===== src/rtl/uart_tx_pkg.sv =====
package uart_tx_pkg;
  typedef enum logic [2:0] {
    CMD_NOP     = 3'd0,
    CMD_ENABLE  = 3'd1,
    CMD_DISABLE = 3'd2,
    CMD_RESET   = 3'd3,
    CMD_BRK_ON  = 3'd4,
    CMD_BRK_OFF = 3'd5
  } tx_cmd_e;

  typedef enum logic [1:0] {
    PAR_NONE = 2'd0,
    PAR_EVEN = 2'd1,
    PAR_ODD  = 2'd2,
    PAR_MARK = 2'd3
  } par_mode_e;

  localparam int unsigned TICKS_PER_BIT = 16;
endpackage


===== src/rtl/uart_tx_fifo.sv =====
module uart_tx_fifo #(
  parameter int unsigned DATA_W = 8,
  parameter int unsigned DEPTH  = 4
) (
  input  logic              clk_i,
  input  logic              rst_ni,
  input  logic              flush_i,
  input  logic              push_i,
  input  logic [DATA_W-1:0] data_i,
  input  logic              pop_i,
  output logic [DATA_W-1:0] data_o,
  output logic              empty_o,
  output logic              full_o
);
  localparam int unsigned PTR_W = (DEPTH > 1) ? $clog2(DEPTH) : 1;
  localparam int unsigned CNT_W = $clog2(DEPTH + 1);

  logic [DATA_W-1:0] mem_q [DEPTH];
  logic [PTR_W-1:0]  wr_ptr_q, rd_ptr_q;
  logic [CNT_W-1:0]  cnt_q;
  logic              do_push, do_pop;

  assign empty_o = (cnt_q == '0);
  assign full_o  = (cnt_q == CNT_W'(DEPTH));
  assign do_push = push_i && !full_o && !flush_i;
  assign do_pop  = pop_i && !empty_o && !flush_i;
  assign data_o  = mem_q[rd_ptr_q];

  function automatic logic [PTR_W-1:0] nxt(input logic [PTR_W-1:0] p);
    return (p == PTR_W'(DEPTH - 1)) ? '0 : p + PTR_W'(1);
  endfunction

  always_ff @(posedge clk_i) begin
    if (do_push) mem_q[wr_ptr_q] <= data_i;
  end

  always_ff @(posedge clk_i or negedge rst_ni) begin
    if (!rst_ni) begin
      wr_ptr_q <= '0;
      rd_ptr_q <= '0;
      cnt_q    <= '0;
    end else if (flush_i) begin
      wr_ptr_q <= '0;
      rd_ptr_q <= '0;
      cnt_q    <= '0;
    end else begin
      if (do_push) wr_ptr_q <= nxt(wr_ptr_q);
      if (do_pop)  rd_ptr_q <= nxt(rd_ptr_q);
      case ({do_push, do_pop})
        2'b10:   cnt_q <= cnt_q + CNT_W'(1);
        2'b01:   cnt_q <= cnt_q - CNT_W'(1);
        default: cnt_q <= cnt_q;
      endcase
    end
  end


  cnt_bound_chk: assert property (@(posedge clk_i) disable iff (!rst_ni)
    cnt_q <= CNT_W'(DEPTH));

  full_drop_chk: assert property (@(posedge clk_i) disable iff (!rst_ni)
    (full_o && push_i && !pop_i && !flush_i) |=> full_o);

  pop_nonempty_chk: assert property (@(posedge clk_i) disable iff (!rst_ni)
    pop_i |-> !empty_o);
endmodule


===== src/rtl/uart_tx_shift.sv =====
module uart_tx_shift
  import uart_tx_pkg::*;
#(
  parameter int unsigned DATA_W = 8
) (
  input  logic              clk_i,
  input  logic              rst_ni,
  input  logic              tick_i,
  input  logic              load_i,
  input  logic [DATA_W-1:0] data_i,
  input  logic [1:0]        len_sel_i,
  input  logic [1:0]        par_mode_i,
  input  logic              two_stop_i,
  input  logic              abort_i,
  output logic              busy_o,
  output logic              done_o,
  output logic              line_o
);
  localparam int unsigned FRAME_W  = DATA_W + 4;
  localparam int          MIN_BITS = int'(DATA_W) - 3;
  localparam int unsigned IDX_W    = $clog2(FRAME_W + 1);
  localparam int unsigned TICK_W   = $clog2(TICKS_PER_BIT);

  logic               busy_q;
  logic [FRAME_W-1:0] frame_q, frame_d;
  logic [IDX_W-1:0]   idx_q, last_q, last_d;
  logic [TICK_W-1:0]  tcnt_q;
  logic               bit_end;

  // frame image: start, data LSB first, parity, stops (unused tail stays 1)
  always_comb begin
    int  n_data;
    int  n_bits;
    logic par_en;
    logic ones;
    n_data  = MIN_BITS + int'(len_sel_i);
    par_en  = (par_mode_i != PAR_NONE);
    ones    = 1'b0;
    frame_d = '1;
    frame_d[0] = 1'b0;
    for (int i = 0; i < int'(DATA_W); i++) begin
      if (i < n_data) begin
        frame_d[i+1] = data_i[i];
        ones = ones ^ data_i[i];
      end
    end
    for (int i = 1; i < int'(FRAME_W); i++) begin
      if (par_en && i == n_data + 1) begin
        case (par_mode_i)
          PAR_EVEN: frame_d[i] = ones;
          PAR_ODD:  frame_d[i] = ~ones;
          default:  frame_d[i] = 1'b1;
        endcase
      end
    end
    n_bits = 1 + n_data + (par_en ? 1 : 0) + (two_stop_i ? 2 : 1);
    last_d = IDX_W'(n_bits - 1);
  end

  assign bit_end = busy_q && tick_i && (tcnt_q == TICK_W'(TICKS_PER_BIT - 1));
  assign done_o  = bit_end && (idx_q == last_q);
  assign busy_o  = busy_q;
  assign line_o  = frame_q[0];

  always_ff @(posedge clk_i or negedge rst_ni) begin
    if (!rst_ni) begin
      busy_q  <= 1'b0;
      frame_q <= '1;
      idx_q   <= '0;
      last_q  <= '0;
      tcnt_q  <= '0;
    end else if (abort_i) begin
      busy_q  <= 1'b0;
      frame_q <= '1;
    end else if (!busy_q) begin
      if (load_i) begin
        busy_q  <= 1'b1;
        frame_q <= frame_d;
        last_q  <= last_d;
        idx_q   <= '0;
        tcnt_q  <= '0;
      end
    end else if (tick_i) begin
      tcnt_q <= tcnt_q + TICK_W'(1);
      if (done_o) begin
        busy_q  <= 1'b0;
        frame_q <= '1;
      end else if (bit_end) begin
        frame_q <= {1'b1, frame_q[FRAME_W-1:1]};
        idx_q   <= idx_q + IDX_W'(1);
      end
    end
  end


  start_bit_chk: assert property (@(posedge clk_i) disable iff (!rst_ni)
    (load_i && !busy_q && !abort_i) |=> (!line_o && busy_o));

  bit_hold_chk: assert property (@(posedge clk_i) disable iff (!rst_ni)
    (!tick_i && !load_i && !abort_i) |=> $stable(line_o));

  abort_mark_chk: assert property (@(posedge clk_i) disable iff (!rst_ni)
    abort_i |=> (line_o && !busy_o));

  done_idle_chk: assert property (@(posedge clk_i) disable iff (!rst_ni)
    (done_o && !abort_i) |=> (line_o && !busy_o));
endmodule


===== src/rtl/uart_tx_ctrl.sv =====
module uart_tx_ctrl
  import uart_tx_pkg::*;
(
  input  logic       clk_i,
  input  logic       rst_ni,
  input  logic       wr_i,
  input  logic       cmd_vld_i,
  input  logic [2:0] cmd_i,
  input  logic       fifo_empty_i,
  input  logic       fifo_full_i,
  input  logic       sh_busy_i,
  input  logic       sh_done_i,
  output logic       en_o,
  output logic       brk_o,
  output logic       flush_o,
  output logic       abort_o,
  output logic       push_o,
  output logic       load_o,
  output logic       rdy_o,
  output logic       emt_o
);
  logic en_q, brk_q, emt_q;
  logic c_en, c_dis, c_rst, c_bon, c_boff;

  assign c_en   = cmd_vld_i && (cmd_i == CMD_ENABLE);
  assign c_dis  = cmd_vld_i && (cmd_i == CMD_DISABLE);
  assign c_rst  = cmd_vld_i && (cmd_i == CMD_RESET);
  assign c_bon  = cmd_vld_i && (cmd_i == CMD_BRK_ON) && en_q;
  assign c_boff = cmd_vld_i && (cmd_i == CMD_BRK_OFF);

  assign flush_o = c_dis || c_rst;
  assign abort_o = c_dis || c_rst || c_bon;
  assign push_o  = wr_i && en_q && !fifo_full_i && !flush_o;
  assign load_o  = en_q && !brk_q && !fifo_empty_i && !sh_busy_i && !abort_o;
  assign rdy_o   = en_q && fifo_empty_i;
  assign en_o    = en_q;
  assign brk_o   = brk_q;
  assign emt_o   = emt_q;

  always_ff @(posedge clk_i or negedge rst_ni) begin
    if (!rst_ni) begin
      en_q  <= 1'b0;
      brk_q <= 1'b0;
      emt_q <= 1'b0;
    end else begin
      if (c_en)       en_q <= 1'b1;
      else if (c_dis) en_q <= 1'b0;

      if (c_dis || c_rst || c_boff) brk_q <= 1'b0;
      else if (c_bon)               brk_q <= 1'b1;

      if (c_dis || c_rst || push_o)                emt_q <= 1'b0;
      else if (sh_done_i && fifo_empty_i && !c_bon) emt_q <= 1'b1;
    end
  end


  dis_chk: assert property (@(posedge clk_i) disable iff (!rst_ni)
    (cmd_vld_i && cmd_i == CMD_DISABLE) |=> (!rdy_o && !emt_o && !brk_o && !en_o));

  rst_cmd_chk: assert property (@(posedge clk_i) disable iff (!rst_ni)
    (cmd_vld_i && cmd_i == CMD_RESET) |=> (!brk_o && !emt_o && (en_o == $past(en_q))));

  en_rdy_chk: assert property (@(posedge clk_i) disable iff (!rst_ni)
    (cmd_vld_i && cmd_i == CMD_ENABLE && fifo_empty_i && !wr_i) |=> rdy_o);

  emt_clr_chk: assert property (@(posedge clk_i) disable iff (!rst_ni)
    push_o |=> !emt_o);

  bon_dis_chk: assert property (@(posedge clk_i) disable iff (!rst_ni)
    (cmd_vld_i && cmd_i == CMD_BRK_ON && !en_q && !brk_q) |=> !brk_o);
endmodule


===== src/rtl/uart_tx_core.sv =====
module uart_tx_core
  import uart_tx_pkg::*;
#(
  parameter int unsigned DATA_W = 8,
  parameter int unsigned DEPTH  = 4
) (
  input  logic              clk_i,
  input  logic              rst_ni,
  input  logic              tick_i,
  input  logic              wr_i,
  input  logic [DATA_W-1:0] wr_data_i,
  input  logic              cmd_vld_i,
  input  logic [2:0]        cmd_i,
  input  logic [1:0]        len_sel_i,
  input  logic [1:0]        par_mode_i,
  input  logic              two_stop_i,
  output logic              txd_o,
  output logic              tx_rdy_o,
  output logic              tx_emt_o
);
  logic              en, brk, flush, abort, push, load;
  logic              f_empty, f_full;
  logic [DATA_W-1:0] f_data;
  logic              sh_busy, sh_done, sh_line;

  uart_tx_ctrl u_ctrl (
    .clk_i        (clk_i),
    .rst_ni       (rst_ni),
    .wr_i         (wr_i),
    .cmd_vld_i    (cmd_vld_i),
    .cmd_i        (cmd_i),
    .fifo_empty_i (f_empty),
    .fifo_full_i  (f_full),
    .sh_busy_i    (sh_busy),
    .sh_done_i    (sh_done),
    .en_o         (en),
    .brk_o        (brk),
    .flush_o      (flush),
    .abort_o      (abort),
    .push_o       (push),
    .load_o       (load),
    .rdy_o        (tx_rdy_o),
    .emt_o        (tx_emt_o)
  );

  uart_tx_fifo #(.DATA_W(DATA_W), .DEPTH(DEPTH)) u_fifo (
    .clk_i   (clk_i),
    .rst_ni  (rst_ni),
    .flush_i (flush),
    .push_i  (push),
    .data_i  (wr_data_i),
    .pop_i   (load),
    .data_o  (f_data),
    .empty_o (f_empty),
    .full_o  (f_full)
  );

  uart_tx_shift #(.DATA_W(DATA_W)) u_shift (
    .clk_i      (clk_i),
    .rst_ni     (rst_ni),
    .tick_i     (tick_i),
    .load_i     (load),
    .data_i     (f_data),
    .len_sel_i  (len_sel_i),
    .par_mode_i (par_mode_i),
    .two_stop_i (two_stop_i),
    .abort_i    (abort),
    .busy_o     (sh_busy),
    .done_o     (sh_done),
    .line_o     (sh_line)
  );

  assign txd_o = brk ? 1'b0 : sh_line;


  brk_low_chk: assert property (@(posedge clk_i) disable iff (!rst_ni)
    (cmd_vld_i && cmd_i == CMD_BRK_ON && en) |=> !txd_o);

  wr_drop_chk: assert property (@(posedge clk_i) disable iff (!rst_ni)
    (wr_i && !en && !cmd_vld_i && f_empty) |=> f_empty);

  emt_set_chk: assert property (@(posedge clk_i) disable iff (!rst_ni)
    (sh_done && f_empty && !wr_i && !cmd_vld_i) |=> (tx_emt_o && txd_o));

  rdy_load_chk: assert property (@(posedge clk_i) disable iff (!rst_ni)
    (load && !wr_i && !cmd_vld_i && !tx_rdy_o) |=> ($rose(tx_rdy_o) == f_empty));
endmodule


===== config.mk =====
export PLATFORM = sky130hd
export DESIGN_NAME = uart_tx_core
export DESIGN_NICKNAME = d
export VERILOG_FILES = /design/src/rtl/uart_tx_pkg.sv /design/src/rtl/uart_tx_fifo.sv /design/src/rtl/uart_tx_shift.sv /design/src/rtl/uart_tx_ctrl.sv /design/src/rtl/uart_tx_core.sv
export SDC_FILE = /design/constraint.sdc
export NUM_CORES = 1
export LEC_CHECK = 0
export CORE_MARGIN = 3
export CORE_UTILIZATION = 50
export CTS_BUF_LIST = sky130_fd_sc_hd__clkbuf_4
export DETAILED_ROUTE_END_ITERATION = 12
export PLACE_DENSITY = 0.75
export SKIP_LAST_GASP = 1
export SLEW_MARGIN = 20
export SYNTH_ARGS = -nofsm -noshare
export SYNTH_HDL_FRONTEND = slang
export SYNTH_SLANG_ARGS = --single-unit
export TNS_END_PERCENT = 100

===== constraint.sdc =====
create_clock -name clk_i -period 2.5 [get_ports clk_i]
set_input_delay 0.5 -clock clk_i [delete_from_list [all_inputs] [get_ports clk_i]]
set_output_delay 0.5 -clock clk_i [all_outputs]
set_load 0.01 [all_outputs]

=== After elaboration in Yosys (flattened, before gate mapping) ===
Memories as Yosys holds them, arrays and structs flattened.
Cells that the tools add are included.
Widths: inputs -> output; s select.

* Register bits after elaboration: 35
* Bits in latches: 0
* Memory bits (writable): 32
* Bits in read-only memories: 0
* Input bits: 21
* Logic and storage cells: 195
* Memories: 1

* $add $sub $neg: 11
* Multiply operators: 0
* Divide/modulo/power cells: 0
* Magnitude comparators: 8
* Equality and inequality tests: 30
* Shift-type cells: 0
* Muxes and demuxes: 65
* Bitwise operators: 10
* Reduce and logical (&&, ||, !) cells: 59

{| class="wikitable"
|+ Memory list
! name !! words !! bits a word !! read ports !! clocked after memory_dff !! wr ports !! RTL line !! text
|-
| u_fifo.mem_q || 4 || 8 || 1 || 0 || 1 || uart_tx_fifo.sv:18 || <nowiki>logic [DATA_W-1:0] mem_q [DEPTH];</nowiki>
|}

{| class="wikitable"
|+ Operator list
! cell !! count
|-
| $eq 4x32->1 const A || 4
|-
| $eq 5x32->1 const A || 4
|-
| $lt 4x32->1 const A || 4
|-
| $mux 12 || 6
|-
| $eq 3x32->1 const A || 2
|-
| $lt 3x32->1 const A || 2
|-
| $mux 1 || 42
|-
| $logic_and 1x1->1 || 34
|-
| $eq 2x32->1 const A || 1
|-
| $lt 1x32->1 const A || 1
|-
| $lt 2x32->1 const A || 1
|-
| $mux 4 || 7
|-
| $mux 2 || 7
|-
| $reduce_bool 2->1 || 7
|-
| $eq 3x3->1 const B || 3
|-
| $reduce_and 3->1 || 3
|-
| $add 4x1->4 const B || 2
|-
| $add 4x4->4 || 2
|-
| $eq 2x2->1 const B || 4
|-
| $logic_not 1->1 || 7
|-
| $xor 1x1->1 || 7
|-
| $eq 3x2->1 const B || 2
|-
| $ne 2x2->1 const B || 3
|-
| $pmux 3 s2 || 1
|-
| 19 further kinds || 27
|}

=== Longest topological paths before layout ===
* Word-level depth: 23
* Depth in mapped cells: 12

=== Cells and area by module ===
A second synthesis with hierarchy kept.

* Cells, all modules: 346
* Area, all modules: 3,930.0 µm²

{| class="wikitable"
|+ By module, submodules not included
! module !! times used !! cells an instance !! area an instance (µm²) !! seq. area each (µm²)
|-
| uart_tx_shift || 1 || 212 || 1,923.1 || 640.6
|-
| uart_tx_fifo || 1 || 107 || 1,766.7 || 1,136.1
|-
| uart_tx_ctrl || 1 || 26 || 226.5 || 75.1
|-
| uart_tx_core || 1 || 1 || 13.8 || 0.0
|}

=== Worst setup path after synthesis ===
OpenSTA, ideal clock, no wires.

* Path kind: register to register
* From: register u_fifo.rd_ptr_q[0]
* To: register u_shift.frame_q[4]
* Library setup time: 0.081 ns
* Data arrival time: 2.380 ns
* Slack: 0.038 ns
* Cell stages (with the launch flop): 8
* Path buffers: 1
* Clock period less this slack: 2.462 ns
* Cells stage by stage: dfrtp_1 -> buf_6 -> mux4_1 -> xnor2_1 -> xnor2_1 -> xnor3_2 -> mux2_4 -> a211oi_2

* Cells in the longest elaborated chain, start to end: 22
* Elaborated cells on any way between the ends: 23
* Those cells by class: mux: 14; bitwise: 8; memory: 1

{| class="wikitable"
|+ RTL lines
! item !! RTL line !! text
|-
| from (decl) || uart_tx_fifo.sv:19 || <nowiki>logic [PTR_W-1:0] wr_ptr_q, rd_ptr_q;</nowiki>
|-
| from (signal assigned) || uart_tx_fifo.sv:48 || <nowiki>if (do_pop) rd_ptr_q <= nxt(rd_ptr_q);</nowiki>
|-
| $mem_v2 4x8 * || -- ||
|-
| $mux 1 || uart_tx_shift.sv:42 || <nowiki>if (i < n_data) begin</nowiki>
|-
| $xor 1x1->1 || uart_tx_shift.sv:44 || <nowiki>ones = ones ^ data_i[i];</nowiki>
|-
| $mux 1 || uart_tx_shift.sv:42 ||
|-
| $xor 1x1->1 || uart_tx_shift.sv:44 ||
|-
| $mux 1 || uart_tx_shift.sv:42 ||
|-
| $xor 1x1->1 || uart_tx_shift.sv:44 ||
|-
| $mux 1 || uart_tx_shift.sv:42 ||
|-
| (+6 left out) || -- ||
|-
| $xor 1x1->1 || uart_tx_shift.sv:44 ||
|-
| $mux 1 || uart_tx_shift.sv:42 ||
|-
| $not 1->1 || uart_tx_shift.sv:51 || <nowiki>PAR_ODD: frame_d[i] = ~ones;</nowiki>
|-
| $pmux 1 s2 || uart_tx_shift.sv:49 || <nowiki>case (par_mode_i)</nowiki>
|-
| $mux 1 * || uart_tx_shift.sv:48 || <nowiki>if (par_en && i == n_data + 1) begin</nowiki>
|-
| $mux 12 * || uart_tx_shift.sv:76 || <nowiki>if (load_i) begin</nowiki>
|-
| $mux 12 * || uart_tx_shift.sv:75 || <nowiki>end else if (!busy_q) begin</nowiki>
|-
| $mux 12 * || uart_tx_shift.sv:72 || <nowiki>end else if (abort_i) begin</nowiki>
|-
| to (signal assigned) || uart_tx_shift.sv:78 || <nowiki>frame_q <= frame_d;</nowiki>
|-
| to (signal assigned) || uart_tx_shift.sv:89 || <nowiki>frame_q <= {1'b1, frame_q[FRAME_W-1:1]};</nowiki>
|-
| to (decl) || uart_tx_shift.sv:25 || <nowiki>logic [FRAME_W-1:0] frame_q, frame_d;</nowiki>
|}

Mark *: on every way between the ends. The rest lies on a longest branch, timed or not. The select of a mux whose other input is x is not followed.
A chain may end at the register's enable or synchronous reset.

=== Worst setup path after layout ===
Same ends and word-level chain as after synthesis.

==> flow_summary_export.csv <==
group,metric,value,unit
flow_run,drv_cap,0,
placed_design,placed_area,0.004554,mm^2
sta,slew_viol_final,0,
synthesis,ys_seq_area_share,48.21,%
clocking,cts-root-buf,"clkbuf_4",
sta,finalCritPeriodShare,98.26,%
final_layout,area_delta_synth_final,22.74,%
sta,grt_setup_unrepaired,"yes",
pwr,seqPwrFrac,35.4,%
detailed_routing,via_per_inst,5.477,
global_routing,grt_overflow_total,0,
sta,period_minus_slack,2.457,ns
synthesis,syn_area,0.003841,mm^2
final_layout,fillers,593,
pwr,ir_drop,0.6230,mV
pwr,pwr-share-clk,12.1,%
sta,setup_violations,0,
global_routing,grt_start_max_net_pins,36,
floorplanning,start_util,52.12,%
clocking,cts-hold-fix-buffers,0,
pwr,comb_power_share,52.5,%
final_layout,regArea,0.001856,mm^2
pwr,power_density,1040,mW/mm^2
clocking,max-clock-path-buffers,2,
synthesis,syn_nets,404,
floorplanning,io_pins,24,
sta,relSlewSlack,69.68,%
synthesis,yosys_warnings,0,
synthesis,avgSynthCellArea,10.88,um^2
min_path,hold_path.class,"in2async",
clocking,cts_max_level,3,
final_layout,antennaDiodeCount,0,
clocking,cts_tree,"done",
synthesis,synthCells,353,
final_layout,final_nets,486,
sta,clock.fmax,0.4071,GHz
pwr,switching_share,38.04,%
pwr,finalPower,4.904,mW
synthesis,yosysUniqueCellTypes,48,
final_layout,final_util,63.97,%
critical_path,crit_path_start_kind,"register",
clocking,clkTransAtPathRegs,0.11,ns
global_routing,grt_pass1_vias,2985,
clocking,cts_inserted_buffers,9,
detailed_routing,remaining_drc_errors,0,
synthesis,synth_edf_count,32,
synthesis,async_reset_ff_share,52.24,%
pwr,cellLeakagePower,2.086,nW
final_layout,multi_input_area,0.001843,mm^2
critical_path,required,2.82,ns
floorplanning,chipWidth,93.65,um
global_routing,met2_usage,35.50,%
detailed_routing,drt-total-wl,8448,um
sta,clock_skew,0.01768,ns
floorplanning,core_region_area,0.007370,mm^2
sta,hold_viol,0,
detailed_routing,vias,2952,
floorplanning,dieHeight,93.65,um
synthesis,synth_ff_type,"edfxtp_1",
global_routing,busiest_layer,"met2",
global_routing,use_met1,25.59,%
critical_path,setup.worst_path.end_class,"register",
final_layout,design_area,0.004715,mm^2
clocking,clock_latency,0.41,ns
critical_path,cp_max_fo,5,
sta,fin_ws,0.04343,ns
pwr,switching_power,1.866,mW
detailed_routing,drt-wirelength-per-cell,15.67,um
sta,hold_ws,0.5037,ns
pwr,intPower,3.039,mW
placed_design,place_ws,-0.4398,ns
clocking,clock_sinks,67,
outcome,status,"finished, final reports clean",
critical_path,critical_path_arrival,2.78,ns
final_layout,drive_gt1_share,23.64,%
floorplanning,row_count,31,
global_routing,antenna_found_initial,0,
global_routing,grt_use_met3,4.728,%
detailed_routing,first_pass_iters,4,
placed_design,io_buffers,23,
global_routing,grt_pass1_wl,13950,um
global_routing,groute.usage.overall,20.59,%
placed_design,hpwl,6337,um
sta,worst_slew_pin_slew,0.4547,ns
placed_design,gp_congestion,0.8696,
detailed_routing,ant_nets,0,
synthesis,ys_ff_latch,67,
critical_path,crit_type,"reg2reg",
floorplanning,die_area,0.008770,mm^2
detailed_routing,dr.first_iter.drc_count,138,
==> logic make-up (layout without fill, tap and decap cells) <==
kind of cell / Yosys count / in the layout / share of synthesized area [%]
adder cells (fa/ha/maj): 30 / 30 / 10.16
AND/OR/NAND/NOR: 117 / 117 / 15.18
XOR/XNOR: 19 / 19 / 4.723
multiplexers: 15 / 15 / 7.133
flip-flops: 67 / 67 / 48.21
buffers and inverters: 40 / 127 / 4.136
AO/OA/AOI/OAI: 65 / 65 / 10.46
==> layout make-up <==
type,instances,area share [%]
Inverter,28,2.229
Tap cell,99,2.627
Clock inverter,5,0.4777
Multi-Input combinational cell,246,39.09
Clock buffer,11,1.752
Timing Repair Buffer,83,14.46
Sequential cell,67,39.36
==> power groups by stage <==
stage,Sequential (mW),Combinational (mW),Clock [mW]
after global routing,1.77,2.85,0.655
after detailed placement,1.77,2.44,0
after CTS,1.74,2.47,0.613
after global placement,1.75,2.35,0
final,1.74,2.57,0.594
after floorplan,1.68,1.62,0
==> final timing paths <==
path | cells past startpoint | end | slack (ns) | start
max in group asynchronous | 2 | u_shift.frame_q[3]$_DFFE_PN1P_ | 1.64 | rst_ni
worst max register to register | 7 | u_shift.frame_q[4]$_DFFE_PN1P_ | 0.04 | u_fifo.rd_ptr_q[0]$_DFFE_PN0P_
min in group clk_i | 2 | u_shift.last_q[2]$_DFFE_PN0P_ | 0.52 | u_shift.last_q[2]$_DFFE_PN0P_
worst min register to register | 2 | u_shift.last_q[2]$_DFFE_PN0P_ | 0.52 | u_shift.last_q[2]$_DFFE_PN0P_
worst min-delay path | 2 | u_ctrl.en_o$_DFFE_PN0P_ | 0.50 | rst_ni
worst max-delay path | 7 | u_shift.frame_q[4]$_DFFE_PN1P_ | 0.04 | u_fifo.rd_ptr_q[0]$_DFFE_PN0P_
==> stage by stage <==
stage,std cells,setup TNS (ns)
2_1_floorplan,353,0
3_3_place_gp,518,-3.686
3_5_place_dp,518,-5.115
4_1_cts,536,0
5_1_grt,539,-0.1202
6_report,539,0
==> synth_stat cells (3+ instances only) <==
cell,number,area (um^2)
edfxtp_1,32,960.9
ha_1,28,350.3
nor3_1,7,35.03
a211oi_1,8,60.06
a21oi_1,19,95.09
nor2_1,32,120.1
nand4_1,7,43.79
dfstp_2,12,315.3
o22ai_1,7,43.79
o211ai_1,4,30.03
mux4_1,5,131.4
nand2_1,33,123.9
o21ai_0,15,75.07
and3_1,7,43.79
xnor2_1,6,52.55
mux4_2,3,67.56
nand3_1,6,30.03
inv_1,28,105.1
xor2_1,12,105.1
nor2b_1,6,37.54
mux2i_1,6,60.06
nand2b_1,5,31.28
dfrtp_1,23,575.6
clkbuf_1,9,33.78
and3b_1,3,26.28
==> state kept, by name, indices dropped and copies added (netlist names), 2 cells and up <==
register and count:
u_shift.idx_q 4, u_fifo.wr_ptr_q 2, u_fifo.rd_ptr_q 2, u_shift.tcnt_q 4
u_shift.frame_q 12, u_fifo.mem_q 32, u_fifo.cnt_q 3, u_shift.last_q 4
==> layer usage <==
metal	wire length (um)	vias up
li1	-	1431
met1	3675	1445
met2	4308	67
met3	395	9
met4	68	0
met5	0	-
==> worst max-delay path, cell delays in order, from the launching register on <==
cell	delay, ns
dfrtp_2	0.40
buf_4	0.15
mux4_1	0.55
nand2b_1	0.12
xnor2_1	0.13
xnor3_2	0.49
mux2_4	0.36
a211oi_2	0.18
==> timing repair <==
action                                  CTS  global route
resized for setup                         3             8
buffers inserted                          2             3
endpoints found under the setup margin   12            12
hold endpoints to repair                  0             0
cloned                                    0             0
pin swaps                                 1             1
==> placed cells by master, fill, tap and decap left out, types with 2 or more instances in the layout <==
| cell | n |
|---|---|
| a21oi_1 | 17 |
| xor2_1 | 12 |
| nand2_1 | 33 |
| buf_4 | 60 |
| nor2b_1 | 6 |
| o31ai_1 | 2 |
| clkbuf_4 | 11 |
| mux4_1 | 3 |
| a31oi_1 | 2 |
| a41oi_1 | 2 |
| and3b_1 | 3 |
| nand3_1 | 6 |
| o211ai_1 | 4 |
| a21oi_2 | 2 |
| clkdlybuf4s50_1 | 21 |
| edfxtp_1 | 32 |
| nor3_1 | 7 |
| and2_1 | 2 |
| mux2i_1 | 5 |
| mux4_2 | 5 |
| clkinv_2 | 3 |
| fa_1 | 2 |
| o21a_1 | 2 |
| inv_2 | 2 |
| dfstp_2 | 12 |
| o22ai_1 | 7 |
| o21ai_0 | 15 |
| or3_1 | 2 |
| a211oi_1 | 8 |
| nand2b_1 | 5 |
| inv_1 | 28 |
| nand4_1 | 7 |
| dfrtp_1 | 20 |
| and3_1 | 7 |
| xnor2_1 | 6 |
| dfrtp_2 | 3 |
| ha_1 | 28 |
| nor2_1 | 32 |
(Power assumes the default switching activity.)
